$ cat src/rtl/md_pkg.sv
package md_pkg;
  // bit 1: divide, bit 0: signed
  typedef enum logic [1:0] {
    MD_MULU = 2'b00,
    MD_MULS = 2'b01,
    MD_DIVU = 2'b10,
    MD_DIVS = 2'b11
  } md_op_e;

  function automatic logic is_div(md_op_e op);
    return op[1];
  endfunction

  function automatic logic is_signed(md_op_e op);
    return op[0];
  endfunction
endpackage

$ cat src/rtl/md_mul_core.sv
module md_mul_core #(
  parameter int W = 32
) (
  input  logic           clk,
  input  logic           rst_n,
  input  logic           load_i,
  input  logic           step_i,
  input  logic [W-1:0]   mcand_i,
  input  logic [W-1:0]   mplier_i,
  output logic [2*W-1:0] prod_o
);
  logic [W-1:0]   mcand_q, mcand_d;
  logic [2*W-1:0] acc_q, acc_d;
  logic [W:0]     sum;
  logic           en;

  // one shift-add step: add multiplicand into the upper half when the
  // current multiplier bit is set, then shift the whole accumulator right
  always_comb begin
    sum     = {1'b0, acc_q[2*W-1:W]} + (acc_q[0] ? {1'b0, mcand_q} : '0);
    mcand_d = mcand_q;
    acc_d   = acc_q;
    if (load_i) begin
      mcand_d = mcand_i;
      acc_d   = {{W{1'b0}}, mplier_i};
    end else if (step_i) begin
      acc_d   = {sum, acc_q[W-1:1]};
    end
  end

  assign en = load_i | step_i;

  always_ff @(posedge clk or negedge rst_n) begin
    if (!rst_n) begin
      mcand_q <= '0;
      acc_q   <= '0;
    end else if (en) begin
      mcand_q <= mcand_d;
      acc_q   <= acc_d;
    end
  end

  assign prod_o = acc_q;
endmodule

$ cat src/rtl/md_div_core.sv
module md_div_core #(
  parameter int W = 32
) (
  input  logic         clk,
  input  logic         rst_n,
  input  logic         load_i,
  input  logic         step_i,
  input  logic [W-1:0] dvd_i,
  input  logic [W-1:0] dvs_i,
  output logic [W-1:0] quo_o,
  output logic [W-1:0] rem_o
);
  logic [W-1:0] dvs_q, dvs_d;
  logic [W-1:0] quo_q, quo_d;
  logic [W-1:0] rem_q, rem_d;
  logic [W:0]   shifted;
  logic [W-1:0] trial;
  logic         fits;
  logic         en;

  // restoring step: bring in the next dividend bit, try the subtract,
  // keep it only when the partial remainder covers the divisor
  always_comb begin
    shifted = {rem_q, quo_q[W-1]};
    fits    = shifted >= {1'b0, dvs_q};
    trial   = shifted[W-1:0] - dvs_q;
    dvs_d   = dvs_q;
    quo_d   = quo_q;
    rem_d   = rem_q;
    if (load_i) begin
      dvs_d = dvs_i;
      quo_d = dvd_i;
      rem_d = '0;
    end else if (step_i) begin
      quo_d = {quo_q[W-2:0], fits};
      rem_d = fits ? trial : shifted[W-1:0];
    end
  end

  assign en = load_i | step_i;

  always_ff @(posedge clk or negedge rst_n) begin
    if (!rst_n) begin
      dvs_q <= '0;
      quo_q <= '0;
      rem_q <= '0;
    end else if (en) begin
      dvs_q <= dvs_d;
      quo_q <= quo_d;
      rem_q <= rem_d;
    end
  end

  assign quo_o = quo_q;
  assign rem_o = rem_q;

  AST_REM_BELOW_DIVISOR: assert property (@(posedge clk) disable iff (!rst_n)
    (dvs_q != '0) |-> (rem_q < dvs_q));
endmodule

$ cat src/rtl/md_hilo.sv
module md_hilo #(
  parameter int W = 32
) (
  input  logic         clk,
  input  logic         rst_n,
  input  logic         we_i,
  input  logic [W-1:0] hi_d_i,
  input  logic [W-1:0] lo_d_i,
  output logic [W-1:0] hi_o,
  output logic [W-1:0] lo_o
);
  logic [W-1:0] hi_q, lo_q;

  // one enable for both words: they always commit at the same edge
  always_ff @(posedge clk or negedge rst_n) begin
    if (!rst_n) begin
      hi_q <= '0;
      lo_q <= '0;
    end else if (we_i) begin
      hi_q <= hi_d_i;
      lo_q <= lo_d_i;
    end
  end

  assign hi_o = hi_q;
  assign lo_o = lo_q;

  AST_PAIR_ONLY_ON_WRITE: assert property (@(posedge clk) disable iff (!rst_n)
    ((hi_q != $past(hi_q)) || (lo_q != $past(lo_q))) |-> $past(we_i));
endmodule

$ cat src/rtl/muldiv_hilo.sv
module muldiv_hilo
  import md_pkg::*;
#(
  parameter int W = 32
) (
  input  logic         clk,
  input  logic         rst_n,
  input  logic         start_i,
  input  logic [1:0]   op_i,
  input  logic [W-1:0] opa_i,
  input  logic [W-1:0] opb_i,
  output logic         busy_o,
  output logic [W-1:0] hi_o,
  output logic [W-1:0] lo_o
);
  localparam int CW = $clog2(W + 1);
  localparam logic [CW-1:0] LAST = CW'(W);

  logic          busy_q, busy_d;
  logic [CW-1:0] cnt_q, cnt_d;
  md_op_e        op_q, op_d;
  logic          nega_q, nega_d;
  logic          negb_q, negb_d;
  logic          dz_q, dz_d;
  logic [W-1:0]  dvd_q, dvd_d;

  logic          accept, commit, step;
  logic          sgn_in;
  logic [W-1:0]  mag_a, mag_b;
  logic [2*W-1:0] prod;
  logic [W-1:0]  quo, rem;
  logic [2*W-1:0] prod_fix;
  logic [W-1:0]  quo_fix, rem_fix;
  logic [W-1:0]  hi_d, lo_d;

  assign accept = start_i & ~busy_q;
  assign commit = busy_q & (cnt_q == LAST);
  assign step   = busy_q & ~commit;

  // operand magnitudes for the cores
  assign sgn_in = op_i[0];
  assign mag_a  = (sgn_in && opa_i[W-1]) ? (~opa_i + 1'b1) : opa_i;
  assign mag_b  = (sgn_in && opb_i[W-1]) ? (~opb_i + 1'b1) : opb_i;

  // sequencer next state
  always_comb begin
    busy_d = busy_q;
    cnt_d  = cnt_q;
    op_d   = op_q;
    nega_d = nega_q;
    negb_d = negb_q;
    dz_d   = dz_q;
    dvd_d  = dvd_q;
    if (accept) begin
      busy_d = 1'b1;
      cnt_d  = '0;
      op_d   = md_op_e'(op_i);
      nega_d = sgn_in & opa_i[W-1];
      negb_d = sgn_in & opb_i[W-1];
      dz_d   = (opb_i == '0);
      dvd_d  = opa_i;
    end else if (commit) begin
      busy_d = 1'b0;
    end else if (step) begin
      cnt_d  = cnt_q + 1'b1;
    end
  end

  always_ff @(posedge clk or negedge rst_n) begin
    if (!rst_n) begin
      busy_q <= 1'b0;
      cnt_q  <= '0;
      op_q   <= MD_MULU;
      nega_q <= 1'b0;
      negb_q <= 1'b0;
      dz_q   <= 1'b0;
      dvd_q  <= '0;
    end else begin
      busy_q <= busy_d;
      cnt_q  <= cnt_d;
      if (accept) begin
        op_q   <= op_d;
        nega_q <= nega_d;
        negb_q <= negb_d;
        dz_q   <= dz_d;
        dvd_q  <= dvd_d;
      end
    end
  end

  md_mul_core #(.W(W)) u_mul (
    .clk      (clk),
    .rst_n    (rst_n),
    .load_i   (accept),
    .step_i   (step & ~is_div(op_q)),
    .mcand_i  (mag_a),
    .mplier_i (mag_b),
    .prod_o   (prod)
  );

  md_div_core #(.W(W)) u_div (
    .clk    (clk),
    .rst_n  (rst_n),
    .load_i (accept),
    .step_i (step & is_div(op_q)),
    .dvd_i  (mag_a),
    .dvs_i  (mag_b),
    .quo_o  (quo),
    .rem_o  (rem)
  );

  // sign correction and result selection at commit
  always_comb begin
    prod_fix = (is_signed(op_q) && (nega_q ^ negb_q)) ? (~prod + 1'b1) : prod;
    quo_fix  = (is_signed(op_q) && (nega_q ^ negb_q)) ? (~quo + 1'b1) : quo;
    rem_fix  = (is_signed(op_q) && nega_q) ? (~rem + 1'b1) : rem;
    if (!is_div(op_q)) begin
      hi_d = prod_fix[2*W-1:W];
      lo_d = prod_fix[W-1:0];
    end else if (dz_q) begin
      hi_d = dvd_q;
      lo_d = '1;
    end else begin
      hi_d = rem_fix;
      lo_d = quo_fix;
    end
  end

  md_hilo #(.W(W)) u_hilo (
    .clk    (clk),
    .rst_n  (rst_n),
    .we_i   (commit),
    .hi_d_i (hi_d),
    .lo_d_i (lo_d),
    .hi_o   (hi_o),
    .lo_o   (lo_o)
  );

  assign busy_o = busy_q;

  AST_BUSY_FROM_START: assert property (@(posedge clk) disable iff (!rst_n)
    $rose(busy_q) |-> $past(start_i));

  AST_BUSY_HOLDS: assert property (@(posedge clk) disable iff (!rst_n)
    (busy_q && (cnt_q != LAST)) |=> busy_q);

  AST_BUSY_ENDS: assert property (@(posedge clk) disable iff (!rst_n)
    (busy_q && (cnt_q == LAST)) |=> !busy_q);

  AST_START_IGNORED: assert property (@(posedge clk) disable iff (!rst_n)
    (busy_q && start_i) |=> ($stable(op_q) && $stable(dvd_q)));

  AST_DIVZERO_ONES: assert property (@(posedge clk) disable iff (!rst_n)
    ($fell(busy_q) && is_div(op_q) && dz_q) |-> ((lo_o == '1) && (hi_o == dvd_q)));
endmodule

$ cat config.mk
export PLATFORM = sky130hd
export DESIGN_NAME = muldiv_hilo
export DESIGN_NICKNAME = d
export VERILOG_FILES = /design/src/rtl/md_pkg.sv /design/src/rtl/md_mul_core.sv /design/src/rtl/md_div_core.sv /design/src/rtl/md_hilo.sv /design/src/rtl/muldiv_hilo.sv
export SDC_FILE = /design/constraint.sdc
export NUM_CORES = 1
export LEC_CHECK = 0
export BUFFER_PORTS_ARGS = -buffer_cell sky130_fd_sc_hd__buf_2
export CAP_MARGIN = 40
export CORE_MARGIN = 3
export CORE_UTILIZATION = 45
export CTS_CLUSTER_DIAMETER = 60
export CTS_CLUSTER_SIZE = 30
export DETAILED_ROUTE_END_ITERATION = 16
export SYNTH_ARGS = -nofsm -noshare
export SYNTH_HDL_FRONTEND = slang
export SYNTH_SLANG_ARGS = --single-unit
$ cat constraint.sdc
create_clock -name clk -period 4.1 [get_ports clk]
set_input_delay 0.615 -clock clk [delete_from_list [all_inputs] [get_ports clk]]
set_output_delay 0.615 -clock clk [all_outputs]
set_load 0.005 [all_outputs]
==> metrics.md <==
| Metric | Value |
|---|---|
| CP startpoint kind | flop |
| CP Data Required Time | 4570 ps |
| Class of the most critical setup path | flop to flop |
| CP max stage delay | 720 ps |
| # DRC | 0 |
| Setup Viol. Count Final | 0 |
| Slew Viols, Final | 0 |
| Async set-reset flop share out of synthesis | 100% |
| Iter 0 DRT Violations | 1856 |
| Crit-path cells | and2_1 -> ha_1 -> inv_1 -> fa_1 -> nor2b_1 -> o21ai_0 -> a21oi_1 -> o21ai_0 -> a31oi_1 -> a221oi_2 -> o21ai_0 -> a21oi_1 -> xor2_1 -> o21ai_0 |
| Synthesized cell area | 0.0199 mm² |
| Placed cell area | 0.0214 mm² |
| GRT met1 Usage | 39.8% |
| Detailed Routing Iterations Pass 1 | 5 |
| Vias in the first global route | 17.4k |
| Root Driver | clkbuf_16 |
| Gr usage total | 29.2% |
| Hold Path Class | input port to asynchronous set/reset pin |
| Total CTS buffers | 34 |
| Gr busiest metal | met2 |
| Via count | 18.5k |
| Deepest clock path buffer count | 3 |
| Setup TNS | 0 ps |
| First-pass GRT wire length | 106000 µm |
| Post-Route WL | 69400 µm |
| Seq pwr share | 30.0% |
| CP Buf/Inv Count | 1 |
| Syn-to-layout area delta | 13.2% |
| Flops & latches, synth | 299 |
| RePlAce Congestion | 0.959 |
| Number of flops mapped to enable cells by yosys | 0 |
| H-tree levels | 2 |
| Synth Net Count | 2555 |
| Crit-path slowest cell | dfrtp_1 |
| Leak pwr | 10.5 nW |
| Sw Ratio | 47.5% |
| Largest net degree at the start of global routing | 113 |
| Clk pwr share | 16.7% |
| Wire per inst | 22.3 µm |
| Reg clk slew, reported paths | 70 ps |
| Worst Clk Skew | 17.6 ps |
| Die width | 217 µm |
| Antenna violations before repair | 2 |
| CTS tree | done |
| Layout cell share with drive strength beyond 1 | 11.8% |
| Diodes inserted | 0 |
| Vert. Die Dim | 217 µm |
| Die area | 0.0469 mm² |
| Finished Cell Area | 0.0226 mm² |
| Post-DP HPWL | 53100 µm |
| CP max FO | 14 |
| Slew at the pin closest to its max-slew limit | 872 ps |
| Core Area | 0.0435 mm² |
| Critical path arrival | 4150 ps |
| Psw | 0.00943 W |
| Fillcell total | 4185 |
| Grt total ovfl | 0 |
| Count of final hold-check violations | 0 |
| Distinct cells, synth | 74 |
| Pwr dens | 879 mW/mm² |
| Fin nets | 2639 |
| Overall power | 0.0199 W |
| Mapped Avg Cell Area | 8.27 µm² |
| Part of the cycle the worst path needs | 89.8% |
| Top Ports | 134 |
| Syn Inst Count | 2413 |
| Met3 Track Usage GR | 5.12% |
| Post-synth top flop | dfrtp_1 |
| Worst skew pair latency | 560 ps |
| Max-Cap Viols | 0 |
| Clock sink count | 299 |
| Crit-path most repeated cell | o21ai_0 |
| Antenna Nets Post-Route | 0 |
| Reg area | 0.00748 mm² |
| Max VDD drop | 0.468 mV |
| Top delay family on crit path | compound AO/OA/AOI/OAI gates |
| Rel. slew slack | 41.7% |
| RSZ-0062 raised after global routing | false |
| Worst Setup End Kind | flop |
| Vias per cell | 5.94 |
| Row count | 76 |
| Max Fclk | 0.272 GHz |
| I/O Buffers | 133 |
| Internal power | 0.0104 W |
| Register area share after synthesis | 37.5% |
| Combinational share of power | 53.4% |
| R2R setup slack | 420 ps |
| Outcome | finished clean |
| Multi-input gate area | 0.0117 mm² |
| Final min period | 3680 ps |
| Grt met2 use | 45.8% |
| Syn. warnings | 0 |
| Initial Util | 45.9% |
==> stage by stage <==
stage	worst slack [ps]	util, %	hold slack (ps)	cells
2_1_floorplan	762	-	319	2413
3_3_place_gp	518	49.1	453	3045
3_5_place_dp	437	49.1	458	3046
4_1_cts	399	51.9	105	3108
5_1_grt	28.5	52.0	122	3108
6_report	420	52.0	31.6	3108
==> Yosys cell counts (all sizes together) (7+ instances only) <==
cell type / n / area share (%)
or4: 21 / 0.87
or3: 18 / 0.56
and2: 40 / 1.3
a31oi: 29 / 0.91
mux2i: 39 / 2.0
xnor2: 122 / 5.4
o41ai: 17 / 0.84
a21oi: 193 / 4.8
nand3: 84 / 2.1
buf: 17 / 0.39
ha: 71 / 4.5
nand2: 362 / 6.9
nor4: 19 / 0.81
dfrtp: 299 / 38
nand4: 16 / 0.50
nand2b: 23 / 0.72
or2: 7 / 0.22
clkbuf: 124 / 2.3
o21bai: 7 / 0.26
o22ai: 34 / 1.1
o21ai: 219 / 5.5
xor2: 103 / 4.5
nor2: 173 / 3.3
inv: 76 / 1.4
a221o: 26 / 1.3
and3: 45 / 1.4
o211ai: 14 / 0.53
a21o: 68 / 2.6
nor2b: 12 / 0.38
nor3: 36 / 0.93
o31ai: 37 / 1.4
==> cells by family after synthesis <==
family	after synthesis	synth area share, %
AOI/OAI and AO/OA	685	21.0
muxes	45	2.30
adders and majority gates	73	4.65
DFF	299	37.5
and+or+nand+nor	869	20.5
buffers and inverters	217	4.16
xor gates and xnor gates	225	9.88
==> flip-flops by register name, summed over array words and instances (netlist names), 2 cells and up <==
register / count
cnt_q: 6
u_div.quo_o: 32
u_mul.mcand_q: 32
u_hilo.lo_o: 32
dvd_q: 31
u_div.rem_o: 32
op_q: 2
u_div.dvs_q: 32
u_hilo.hi_o: 32
u_mul.prod_o: 64
==> per-layer routing <==
layer / vias up / part of all wire [%]
met5: - / 0
met2: 694 / 45
li1: 8694 / -
met1: 8948 / 43
met4: 0 / 4.8
met3: 123 / 6.8
==> final cells by class <==
type / count / share of cell area, %
Clock buffer: 39 / 4.22
Clock inverter: 23 / 1.19
Inverter: 76 / 1.26
Multi-Input combinational cell: 1897 / 51.8
Sequential cell: 299 / 33.1
Tap cell: 585 / 3.24
Timing Repair Buffer: 189 / 5.17
==> worst paths after layout <==
| check | startpoint | end | depth (start not counted) |
|---|---|---|---|
| hold reg to reg | u_mul.mcand_q[27] | u_mul.mcand_q[27] | 1 |
| setup reg to reg | u_mul.prod_o[0] | u_mul.prod_o[59] | 14 |
| hold / removal | rst_n | u_hilo.hi_o[12] | 1 |
| max in group asynchronous | rst_n | u_div.rem_o[11] | 2 |
| min in group clk | op_i[1] | op_q[1] | 3 |
| setup / recovery | u_mul.prod_o[0] | u_mul.prod_o[59] | 14 |
==> cell usage in the layout (no fill, tap or decap), drive strengths merged, types with 40 or more instances in the layout <==
cell / Yosys / routed
ha: 71 / 71
inv: 76 / 87
o21ai: 219 / 219
nand3: 84 / 84
and3: 45 / 45
nor2: 173 / 173
a21o: 68 / 68
xor2: 103 / 103
xnor2: 122 / 122
a21oi: 193 / 193
dfrtp: 299 / 299
buf: 17 / 189
nand2: 362 / 362
and2: 40 / 40
==> what timing repair did <==
| item | CTS | global route |
|---|---|---|
| endpoints found under the setup margin | 0 | 1 |
| endpoints found under the hold margin | 0 | 0 |
| hold buffers | 0 | 0 |
| gates resized for setup | 0 | 1 |
| setup buffers | 0 | 0 |
==> power by group through the flow <==
stage	logic (W)	registers, W	clock network (W)
floorplan	0.00762	0.00533	0
global placement	0.0103	0.00591	0
detailed placement	0.0105	0.00595	0
CTS	0.0105	0.00591	0.00337
global route	0.0118	0.00610	0.00350
finish	0.0106	0.00595	0.00331
No activity file was read; power rests on OpenSTA's default activity.
